`config.mk`:
```
export PLATFORM = sky130hd
export DESIGN_NAME = spi_regport
export DESIGN_NICKNAME = d
export VERILOG_FILES = /design/src/rtl/spi_regport_pkg.sv /design/src/rtl/spi_regport_sync.sv /design/src/rtl/spi_regport_shifter.sv /design/src/rtl/spi_regport_exec.sv /design/src/rtl/spi_regport_regfile.sv /design/src/rtl/spi_regport.sv
export SDC_FILE = /design/constraint.sdc
export NUM_CORES = 1
export LEC_CHECK = 0
export ABC_CLOCK_PERIOD_IN_PS = 1850
export BUFFER_PORTS_ARGS = -buffer_cell sky130_fd_sc_hd__buf_2
export CAP_MARGIN = 10
export CORE_ASPECT_RATIO = 0.75
export CORE_MARGIN = 5
export CORE_UTILIZATION = 49
export DETAILED_ROUTE_END_ITERATION = 7
export PLACE_DENSITY = 0.76
export SYNTH_ARGS = -nofsm -noshare
export SYNTH_HDL_FRONTEND = slang
export SYNTH_HIERARCHICAL = 1
export SYNTH_SLANG_ARGS = --single-unit
```
`constraint.sdc`:
```
create_clock -name clk -period 1.85 [get_ports clk]
set_clock_uncertainty 0.15 [all_clocks]
set_input_delay 0 -clock clk [delete_from_list [all_inputs] [get_ports clk]]
set_output_delay 0 -clock clk [all_outputs]
set_load 0.1 [all_outputs]
```
`src/rtl/spi_regport_pkg.sv`:
```
package spi_regport_pkg;

    localparam int FRAME_BITS   = 16;
    localparam int PAYLOAD_BITS = 14;
    localparam int INDEX_BITS   = 7;
    localparam int DATA_BITS    = 8;
    localparam int COUNT_BITS   = $clog2(FRAME_BITS) + 1;

    typedef struct packed {
        logic                  is_write;
        logic [INDEX_BITS-1:0] index;
        logic [DATA_BITS-1:0]  data;
    } frame_t;

    typedef enum logic [1:0] {
        OP_WRITE,
        OP_READ_CTRL,
        OP_READ_STAT
    } op_e;

    function automatic op_e decode_op(frame_t f);
        if (f.is_write)
            return OP_WRITE;
        else if (f.data[DATA_BITS-1])
            return OP_READ_CTRL;
        else
            return OP_READ_STAT;
    endfunction

    function automatic logic [PAYLOAD_BITS-1:0] make_payload(logic [DATA_BITS-1:0] v);
        return {{(PAYLOAD_BITS-DATA_BITS){1'b0}}, v};
    endfunction

    function automatic logic [FRAME_BITS-1:0] make_word(logic [PAYLOAD_BITS-1:0] p);
        return {{(FRAME_BITS-PAYLOAD_BITS){1'b0}}, p};
    endfunction

endpackage

```
`src/rtl/spi_regport_sync.sv`:
```
module spi_regport_sync #(
    parameter int STAGES = 2
) (
    input  logic clk,
    input  logic rst,
    input  logic sclk,
    input  logic cs_n,
    input  logic mosi,
    output logic sclk_rise,
    output logic sclk_fall,
    output logic cs_start,
    output logic cs_end,
    output logic cs_active,
    output logic mosi_s
);
    logic [STAGES:0]   sclk_q;
    logic [STAGES:0]   cs_q;
    logic [STAGES-1:0] mosi_q;

    always_ff @(posedge clk) begin
        if (rst) begin
            sclk_q <= '0;
            cs_q   <= '1;
            mosi_q <= '0;
        end else begin
            sclk_q <= {sclk_q[STAGES-1:0], sclk};
            cs_q   <= {cs_q[STAGES-1:0], cs_n};
            mosi_q <= {mosi_q[STAGES-2:0], mosi};
        end
    end

    assign sclk_rise = sclk_q[STAGES-1] & ~sclk_q[STAGES];
    assign sclk_fall = ~sclk_q[STAGES-1] & sclk_q[STAGES];
    assign cs_start  = ~cs_q[STAGES-1] & cs_q[STAGES];
    assign cs_end    = cs_q[STAGES-1] & ~cs_q[STAGES];
    assign cs_active = ~cs_q[STAGES-1];
    assign mosi_s    = mosi_q[STAGES-1];
endmodule

```
`src/rtl/spi_regport_shifter.sv`:
```
module spi_regport_shifter
    import spi_regport_pkg::*;
(
    input  logic                    clk,
    input  logic                    rst,
    input  logic                    sclk_rise,
    input  logic                    sclk_fall,
    input  logic                    cs_start,
    input  logic                    cs_end,
    input  logic                    cs_active,
    input  logic                    mosi_s,
    input  logic [PAYLOAD_BITS-1:0] reply,
    output frame_t                  rx_frame,
    output logic                    frame_ok,
    output logic                    frame_bad,
    output logic                    miso
);
    localparam logic [COUNT_BITS-1:0] FULL  = COUNT_BITS'(FRAME_BITS);
    localparam logic [COUNT_BITS-1:0] SATUR = '1;

    logic [FRAME_BITS-1:0] rx_sr;
    logic [FRAME_BITS-1:0] tx_sr;
    logic [COUNT_BITS-1:0] bit_cnt;

    always_ff @(posedge clk) begin
        if (rst) begin
            rx_sr     <= '0;
            tx_sr     <= '0;
            bit_cnt   <= '0;
            frame_ok  <= 1'b0;
            frame_bad <= 1'b0;
        end else begin
            frame_ok  <= cs_end && (bit_cnt == FULL);
            frame_bad <= cs_end && (bit_cnt != FULL);
            if (cs_start) begin
                bit_cnt <= '0;
                tx_sr   <= make_word(reply);
            end else if (cs_active) begin
                if (sclk_rise) begin
                    rx_sr <= {rx_sr[FRAME_BITS-2:0], mosi_s};
                    if (bit_cnt != SATUR)
                        bit_cnt <= bit_cnt + 1'b1;
                end
                if (sclk_fall)
                    tx_sr <= {tx_sr[FRAME_BITS-2:0], 1'b0};
            end
        end
    end

    assign rx_frame = frame_t'(rx_sr);
    assign miso     = cs_active & tx_sr[FRAME_BITS-1];
endmodule

```
`src/rtl/spi_regport_exec.sv`:
```
module spi_regport_exec
    import spi_regport_pkg::*;
#(
    parameter int NREGS = 8
) (
    input  logic                        clk,
    input  logic                        rst,
    input  logic                        frame_ok,
    input  logic                        frame_bad,
    input  frame_t                      rx_frame,
    input  logic [NREGS*DATA_BITS-1:0]  status_in,
    input  logic [NREGS*DATA_BITS-1:0]  ctrl_in,
    output logic                        wr_stb,
    output logic [INDEX_BITS-1:0]       wr_addr,
    output logic [DATA_BITS-1:0]        wr_data,
    output logic [PAYLOAD_BITS-1:0]     reply
);
    op_e                  op;
    logic                 in_range;
    logic [DATA_BITS-1:0] ctrl_sel;
    logic [DATA_BITS-1:0] stat_sel;
    logic [DATA_BITS-1:0] read_val;

    assign op       = decode_op(rx_frame);
    assign in_range = int'(rx_frame.index) < NREGS;

    always_comb begin
        ctrl_sel = '0;
        stat_sel = '0;
        for (int i = 0; i < NREGS; i++) begin
            if (int'(rx_frame.index) == i) begin
                ctrl_sel = ctrl_in[i*DATA_BITS +: DATA_BITS];
                stat_sel = status_in[i*DATA_BITS +: DATA_BITS];
            end
        end
    end

    always_comb begin
        unique case (op)
            OP_READ_CTRL: read_val = ctrl_sel;
            OP_READ_STAT: read_val = stat_sel;
            default:      read_val = '0;
        endcase
    end

    assign wr_stb  = frame_ok && (op == OP_WRITE) && in_range;
    assign wr_addr = rx_frame.index;
    assign wr_data = rx_frame.data;

    always_ff @(posedge clk) begin
        if (rst)
            reply <= '0;
        else if (frame_bad)
            reply <= '0;
        else if (frame_ok)
            reply <= in_range ? make_payload(read_val) : '0;
    end
endmodule

```
`src/rtl/spi_regport_regfile.sv`:
```
module spi_regport_regfile
    import spi_regport_pkg::*;
#(
    parameter int NREGS = 8
) (
    input  logic                       clk,
    input  logic                       rst,
    input  logic                       wr_stb,
    input  logic [INDEX_BITS-1:0]      wr_addr,
    input  logic [DATA_BITS-1:0]       wr_data,
    output logic [NREGS*DATA_BITS-1:0] regs_flat
);
    for (genvar g = 0; g < NREGS; g++) begin : g_reg
        logic [DATA_BITS-1:0] value;
        always_ff @(posedge clk) begin
            if (rst)
                value <= '0;
            else if (wr_stb && int'(wr_addr) == g)
                value <= wr_data;
        end
        assign regs_flat[g*DATA_BITS +: DATA_BITS] = value;
    end
endmodule

```
`src/rtl/spi_regport.sv`:
```
module spi_regport
    import spi_regport_pkg::*;
#(
    parameter int NREGS = 8
) (
    input  logic                       clk,
    input  logic                       rst,
    input  logic                       spi_sclk,
    input  logic                       spi_cs_n,
    input  logic                       spi_mosi,
    output logic                       spi_miso,
    input  logic [NREGS*DATA_BITS-1:0] status_in,
    output logic [NREGS*DATA_BITS-1:0] ctrl_out
);
    logic                    sclk_rise, sclk_fall, cs_start, cs_end, cs_active, mosi_s;
    frame_t                  rx_frame;
    logic                    frame_ok, frame_bad;
    logic [PAYLOAD_BITS-1:0] reply;
    logic                    wr_stb;
    logic [INDEX_BITS-1:0]   wr_addr;
    logic [DATA_BITS-1:0]    wr_data;

    spi_regport_sync #(.STAGES(2)) u_sync (
        .clk(clk), .rst(rst),
        .sclk(spi_sclk), .cs_n(spi_cs_n), .mosi(spi_mosi),
        .sclk_rise(sclk_rise), .sclk_fall(sclk_fall),
        .cs_start(cs_start), .cs_end(cs_end),
        .cs_active(cs_active), .mosi_s(mosi_s)
    );

    spi_regport_shifter u_shift (
        .clk(clk), .rst(rst),
        .sclk_rise(sclk_rise), .sclk_fall(sclk_fall),
        .cs_start(cs_start), .cs_end(cs_end), .cs_active(cs_active),
        .mosi_s(mosi_s), .reply(reply),
        .rx_frame(rx_frame), .frame_ok(frame_ok), .frame_bad(frame_bad),
        .miso(spi_miso)
    );

    spi_regport_exec #(.NREGS(NREGS)) u_exec (
        .clk(clk), .rst(rst),
        .frame_ok(frame_ok), .frame_bad(frame_bad), .rx_frame(rx_frame),
        .status_in(status_in), .ctrl_in(ctrl_out),
        .wr_stb(wr_stb), .wr_addr(wr_addr), .wr_data(wr_data),
        .reply(reply)
    );

    spi_regport_regfile #(.NREGS(NREGS)) u_regs (
        .clk(clk), .rst(rst),
        .wr_stb(wr_stb), .wr_addr(wr_addr), .wr_data(wr_data),
        .regs_flat(ctrl_out)
    );
endmodule

```
# Word level (Yosys, flattened, before mapping)
# Index checks and enable logic that the tools add are counted.
op_classes:
  n_div: 0
  n_shift: 0
  n_bitwise: 10
  n_eq_ne: 13
  addsub: 1
  order_cmp: 1
  n_reduce_logical: 21
  mux: 23
  mul: 0
op_table:
  columns: ["op", "count"]
  rows:
  - ["8-bit 2-to-1 mux", 17]
  - ["14-bit 2-to-1 mux", 3]
  - ["7-bit by 4-bit equality test with 1-bit output, second input constant", 4]
  - ["8-bit case mux with 2 select lines", 1]
  - ["7-bit by 3-bit equality test with 1-bit output, second input constant", 2]
  - ["1-bit logical AND", 12]
  - ["5-bit inequality test, second input constant", 2]
  - ["7-bit by 2-bit equality test with 1-bit output, second input constant", 1]
  - ["7-bit logical NOT", 1]
  - ["7-bit by 4-bit < comparator with 1-bit output, second input constant", 1]
  - ["3-bit AND reduction", 2]
  - ["5-bit by 1-bit adder with 5-bit output, second input constant", 1]
  - ["1-bit AND", 5]
  - ["5-bit equality test, second input constant", 1]
  - ["1-bit NOT", 5]
  - ["2-bit 2-to-1 mux", 2]
  - ["2-bit AND reduction", 2]
  - ["2-bit OR reduction", 2]
  - ["2-bit by 1-bit equality test with 1-bit output, second input constant", 1]
  - ["2-bit equality test, second input constant", 1]
  - ["2-bit logical NOT", 1]
  - ["2-bit inequality test, second input constant", 1]
  - ["2-bit nonzero test", 1]
word_totals:
  elab_cells: 87
  mem_bits_ro: 0
  latch_bits: 0
  memories: 0
  mem_bits_rw: 0
  ff_bits: 125

# Longest topological paths before layout
logic_depth:
  depth_word: 11
  mapped_depth: 7

# Cells and area by module
# Netlist, hierarchy kept.
modules_own_cells:
  columns: ["mod", "instances", "area_per_inst_um2", "cells_per_inst", "seq_area_each_um2"]
  rows:
  - ["spi_regport_regfile", 1, 2635.0, 234, 1281.2]
  - ["spi_regport_shifter", 1, 1637.8, 191, 780.7]
  - ["spi_regport_exec", 1, 1525.2, 161, 160.2]
  - ["spi_regport_sync", 1, 239.0, 21, 160.2]

# Worst setup path before layout
# No wires, ideal clock.
synth_timing:
  kind: "reg-to-reg"
  from: "reg u_shift.rx_sr[11] (netlist: u_shift/rx_frame[11])"
  to: "reg u_regs.g_reg[1].value[0]"
  required_ns: 1.571
  setup_slack_ns: -0.164
  setup_time_ns: 0.129
  period_less_slack_ns: 2.014
  arrival_time_ns: 1.736
  path_buffers: 0
  path_stages_with_launch: 6
  path_cell_list: "dfxtp_1 -> nor4_4 -> and3_1 -> nor4b_4 -> nand3_2 -> mux2i_1"
synth_via:
  elab_chain_cells: 3
synth_rtl:
  columns: ["element", "line_no", "rtl"]
  rows:
  - ["start: declaration", "spi_regport_shifter.sv:21", "logic [FRAME_BITS-1:0] rx_sr;"]
  - ["start signal: assignment", "spi_regport_shifter.sv:40", "rx_sr <= {rx_sr[FRAME_BITS-2:0], mosi_s};"]
  - ["7-bit by 4-bit < comparator with 1-bit output", "spi_regport_exec.sv:25", "assign in_range = int'(rx_frame.index) < NREGS;"]
  - ["1-bit logical AND", "spi_regport_exec.sv:46", "assign wr_stb = frame_ok && (op == OP_WRITE) && in_range;"]
  - ["via wr_stb", "spi_regport.sv:19", "logic wr_stb;"]
  - ["1-bit logical AND", "spi_regport_regfile.sv:18", "else if (wr_stb && int'(wr_addr) == g)"]
  - ["end signal: assignment", "spi_regport_regfile.sv:19", "value <= wr_data;"]
  - ["end: declaration", "spi_regport_regfile.sv:14", "logic [DATA_BITS-1:0] value;"]
# The timed path passes the listed nets, and every way through them passes these cells.
# A chain may end at the register's enable or synchronous reset.

# Final worst setup path
layout_timing:
  from: "reg u_shift.rx_sr[13] (netlist: u_shift/rx_frame[13])"
  to: "reg u_exec.reply[3]"
layout_via:
  elab_chain_cells: 11
layout_rtl:
  columns: ["element", "line_no", "rtl"]
  rows:
  - ["7-bit logical NOT", "spi_regport_exec.sv:31", "if (int'(rx_frame.index) == i) begin"]
  - ["8-bit 2-to-1 mux (8 in a row)", "spi_regport_exec.sv:31", null]
  - ["8-bit case mux with 2 select lines", "spi_regport_exec.sv:39", "unique case (op)"]
  - ["8-bit 2-to-1 mux (*)", "spi_regport_exec.sv:56", "reply <= in_range ? make_payload(read_val) : '0;"]
  - ["end signal: assignment", "spi_regport_exec.sv:56", null]
  - ["end: declaration", "spi_regport_exec.sv:16", "output logic [PAYLOAD_BITS-1:0] reply"]
# Every way passes the cells marked *; elsewhere a longest branch is shown, timed or not.

==> qor.csv <==
stage,metric,value,unit
run_status,outcome,"finished, violations left",
run_status,failing checks,setup timing,
floorplanning,initial core utilization,49.6,%
sta,Slew Limit Fails,0,
final_layout,area delta synth->final,32.6,%
routing,drt first pass iters,5,
synth,Synth area leaders,"dfxtp_1, mux2i_1, nand2b_1",
floorplanning,Die Ht,106,um
synth,post-synthesis average cell area,9.95,um^2
worst_setup_path,CP Launch Type,register,
sta,final hold viol count,0,
final_layout,"commonest non-fill, non-tap cell in the layout",buf_2,
synth,sequential-to-total area share from yosys stat,39.5,%
synth,prevailing post-synth register cell,dfxtp_1,
placement,Final GP Congestion,0.860,
routing,WL/cell,18.2,um
power_and_ir_drop,VDD IR-drop max,0.679,mV
floorplanning,std cell rows,35,
placement,area post-placement,7000,um^2
clock_tree,Max Buffers Root-to-Sink,2,
final_layout,Antenna Cells,0,
clock_tree,Worst-Skew Late Latency,0.41,ns
worst_setup_path,CP Class,reg2reg,
floorplanning,die area,14700,um^2
global_routing,Overflow after GRT,0,
worst_setup_path,CP arrival,2.09,ns
sta,Setup WS post-layout,-0.100,ns
global_routing,Global Route Usage Sum,23.3,%
synth,mapped cell area,6040,um^2
final_layout,"Design Area, Final",8000,um^2
power_and_ir_drop,internal power,0.00502,W
synth,number of enable flip-flop cells after synthesis,0,
final_layout,layout cells sized above 1,36.5,%
sta,RSZ-0062 raised after global routing,true,
sta,Setup Viol. Count Final,51,
sta,min Tclk post-route,1.95,ns
sta,total negative setup slack,-1.51,ns
final_layout,final core utilization,65.7,%
clock_tree,TritonCTS clock tree,built,
routing,Vias,5272,
clock_tree,clk root buf,clkbuf_16,
power_and_ir_drop,Leak,3.66,nW
global_routing,largest net degree at the start of global routing,99,
power_and_ir_drop,total power,0.00631,W
final_layout,most frequent cells in the layout,"buf_2, dfxtp_1, mux2i_1",
synth,Yosys top cell area share,39.5,%
synth,count of cell types in the netlist,55,
power_and_ir_drop,combinational power share,4.3,%
worst_hold_path,hold crit path type,in2reg,
synth,"Async S/R FF share, synth",0,%
synth,Synth area leader,dfxtp_1,
routing,Remaining DRCs,0,
clock_tree,"CTS clk-pin slew, worst paths",0.05,ns
placement,pre-CTS setup slack,-0.0989,ns
global_routing,global-route wire length before repair,27900,um
synth,post-synthesis sequential element count,119,
flow_run,Max Cap Violations,0,
power_and_ir_drop,Power Density,788,nW/um^2
final_layout,nets@finish,843,
power_and_ir_drop,switch share,20.4,%
clock_tree,CTS sink cnt,119,
sta,period utilization,105,%
synth,Post-Syn Instances,607,
floorplanning,core area,12200,um^2
power_and_ir_drop,Net Sw Power,0.00129,W
sta,Max Fclk,0.513,GHz
routing,Final ANT Viol Nets,0,
worst_setup_path,worst-path fanout max,4,
power_and_ir_drop,sequential share of power,41.1,%
global_routing,initial antenna violation count,0,
routing,routed wire length,17300,um
worst_setup_path,Setup crit end kind,register,
floorplanning,Die W,138,um
power_and_ir_drop,Clock power frac,54.6,%
placement,input/output buffers,133,
worst_setup_path,worst path required time,1.99,ns
synth,yosys warns,6,
routing,DR iter-0 viols,465,
floorplanning,Top Ports,134,
global_routing,vias in the first global route,5341,
placement,DPL Wire Length,12000,um
clock_tree,CTS buffer count,17,
routing,Vias per Instance,5.55,
clock_tree,H-tree levels,4,
==> Yosys cell counts, drive strengths merged (5+ instances only) <==
library cell  instances
clkbuf               17
buf                  49
o21ai                 8
nand3                 8
and3                 16
mux4                 18
nor3                 17
a21oi                24
dfxtp               119
a211oi               13
mux2i                85
o211ai                9
nand2                49
nand3b                5
or2                   6
nand2b               77
nor2                 12
nor2b                24
==> sequential cells by signal, summed over array words and instances (netlist names) <==
| register | count |
|---|---|
| u_sync/sclk_q | 3 |
| u_shift/bit_cnt | 5 |
| u_sync/cs_q | 3 |
| u_shift/frame_ok | 1 |
| u_sync/mosi_q | 2 |
| u_shift/frame_bad | 1 |
| u_shift/tx_sr | 16 |
| u_regs/g.value | 64 |
| u_exec/reply | 8 |
| u_shift/rx_frame | 16 |
==> worst max-delay path, stage by stage (launching register included) <==
cell and delay (ns):
dfxtp_1 0.34, nor4_4 0.28, buf_4 0.19, nand2b_1 0.07, mux4_2 0.48, a311o_1 0.32
==> per-layer routing <==
metal	vias to the layer above	part of all wire, %	global-route usage (%)
met5	-	0	0
met4	0	1.4	7.12
met3	20	7.2	6.38
met2	233	46	37.3
met1	2550	45	31.0
li1	2469	-	-
==> power by group through the flow <==
stage               clock network [W]  registers (W)  logic [W]
global route                  0.00361        0.00259   0.000295
global placement                    0        0.00265   0.000230
CTS                           0.00348        0.00259   0.000268
floorplan                           0        0.00265   0.000139
finish                        0.00345        0.00259   0.000270
detailed placement                  0        0.00265   0.000238
==> path summary, 6_finish.rpt <==
path,start,end,slack [ns],cells after the start
max,u_shift/rx_frame[13],u_exec/reply[3],-0.10,5
min,status_in[45],u_exec/reply[5],0.02,4
max reg2reg,u_shift/rx_frame[13],u_exec/reply[3],-0.10,5
min reg2reg,u_sync/cs_q[0],u_sync/cs_q[1],0.26,1
==> cell type report <==
type                    count  area [um^2]
clock inverters            13          179
repair buffers            206         1370
well taps                 166          208
flip-flops and latches    119         2410
multi-input cells         423         3380
inverters                   4         15.0
clock buffers              19          443
fillers                   955         4170
==> kinds of logic (layout without fill, tap and decap cells) <==
group / after synthesis / in the layout / share of synthesized area (%)
other: 1 / 6 / 0.0621
multiplexers: 106 / 106 / 21.4
AO/OA/AOI/OAI: 74 / 74 / 8.21
AND/OR/NAND/NOR: 232 / 232 / 23.5
adder cells (fa/ha/maj): 3 / 3 / 0.622
flip-flops: 119 / 119 / 39.5
XOR/XNOR: 2 / 2 / 0.290
buffers and inverters: 70 / 242 / 6.45
==> repair_timing <==
action | in CTS | in global routing
pin swaps | 7 | 6
buffers inserted | 2 | 10
cloned | 0 | 2
hold buffers | 17 | 0
endpoints found under the hold margin | 25 | 0
gates resized for setup | 16 | 11
endpoints found under the setup margin | 62 | 74
==> stage by stage <==
| stage | hold WS [ns] | std cells |
|---|---|---|
| after global placement | 0.0366 | 888 |
| after detailed placement | 0.0365 | 888 |
| after global routing | 0.0311 | 950 |
| after floorplan | -0.0784 | 612 |
| final | 0.0182 | 950 |
| after CTS | 0.00919 | 938 |
Note: power is estimated with default switching activity, not from simulation.
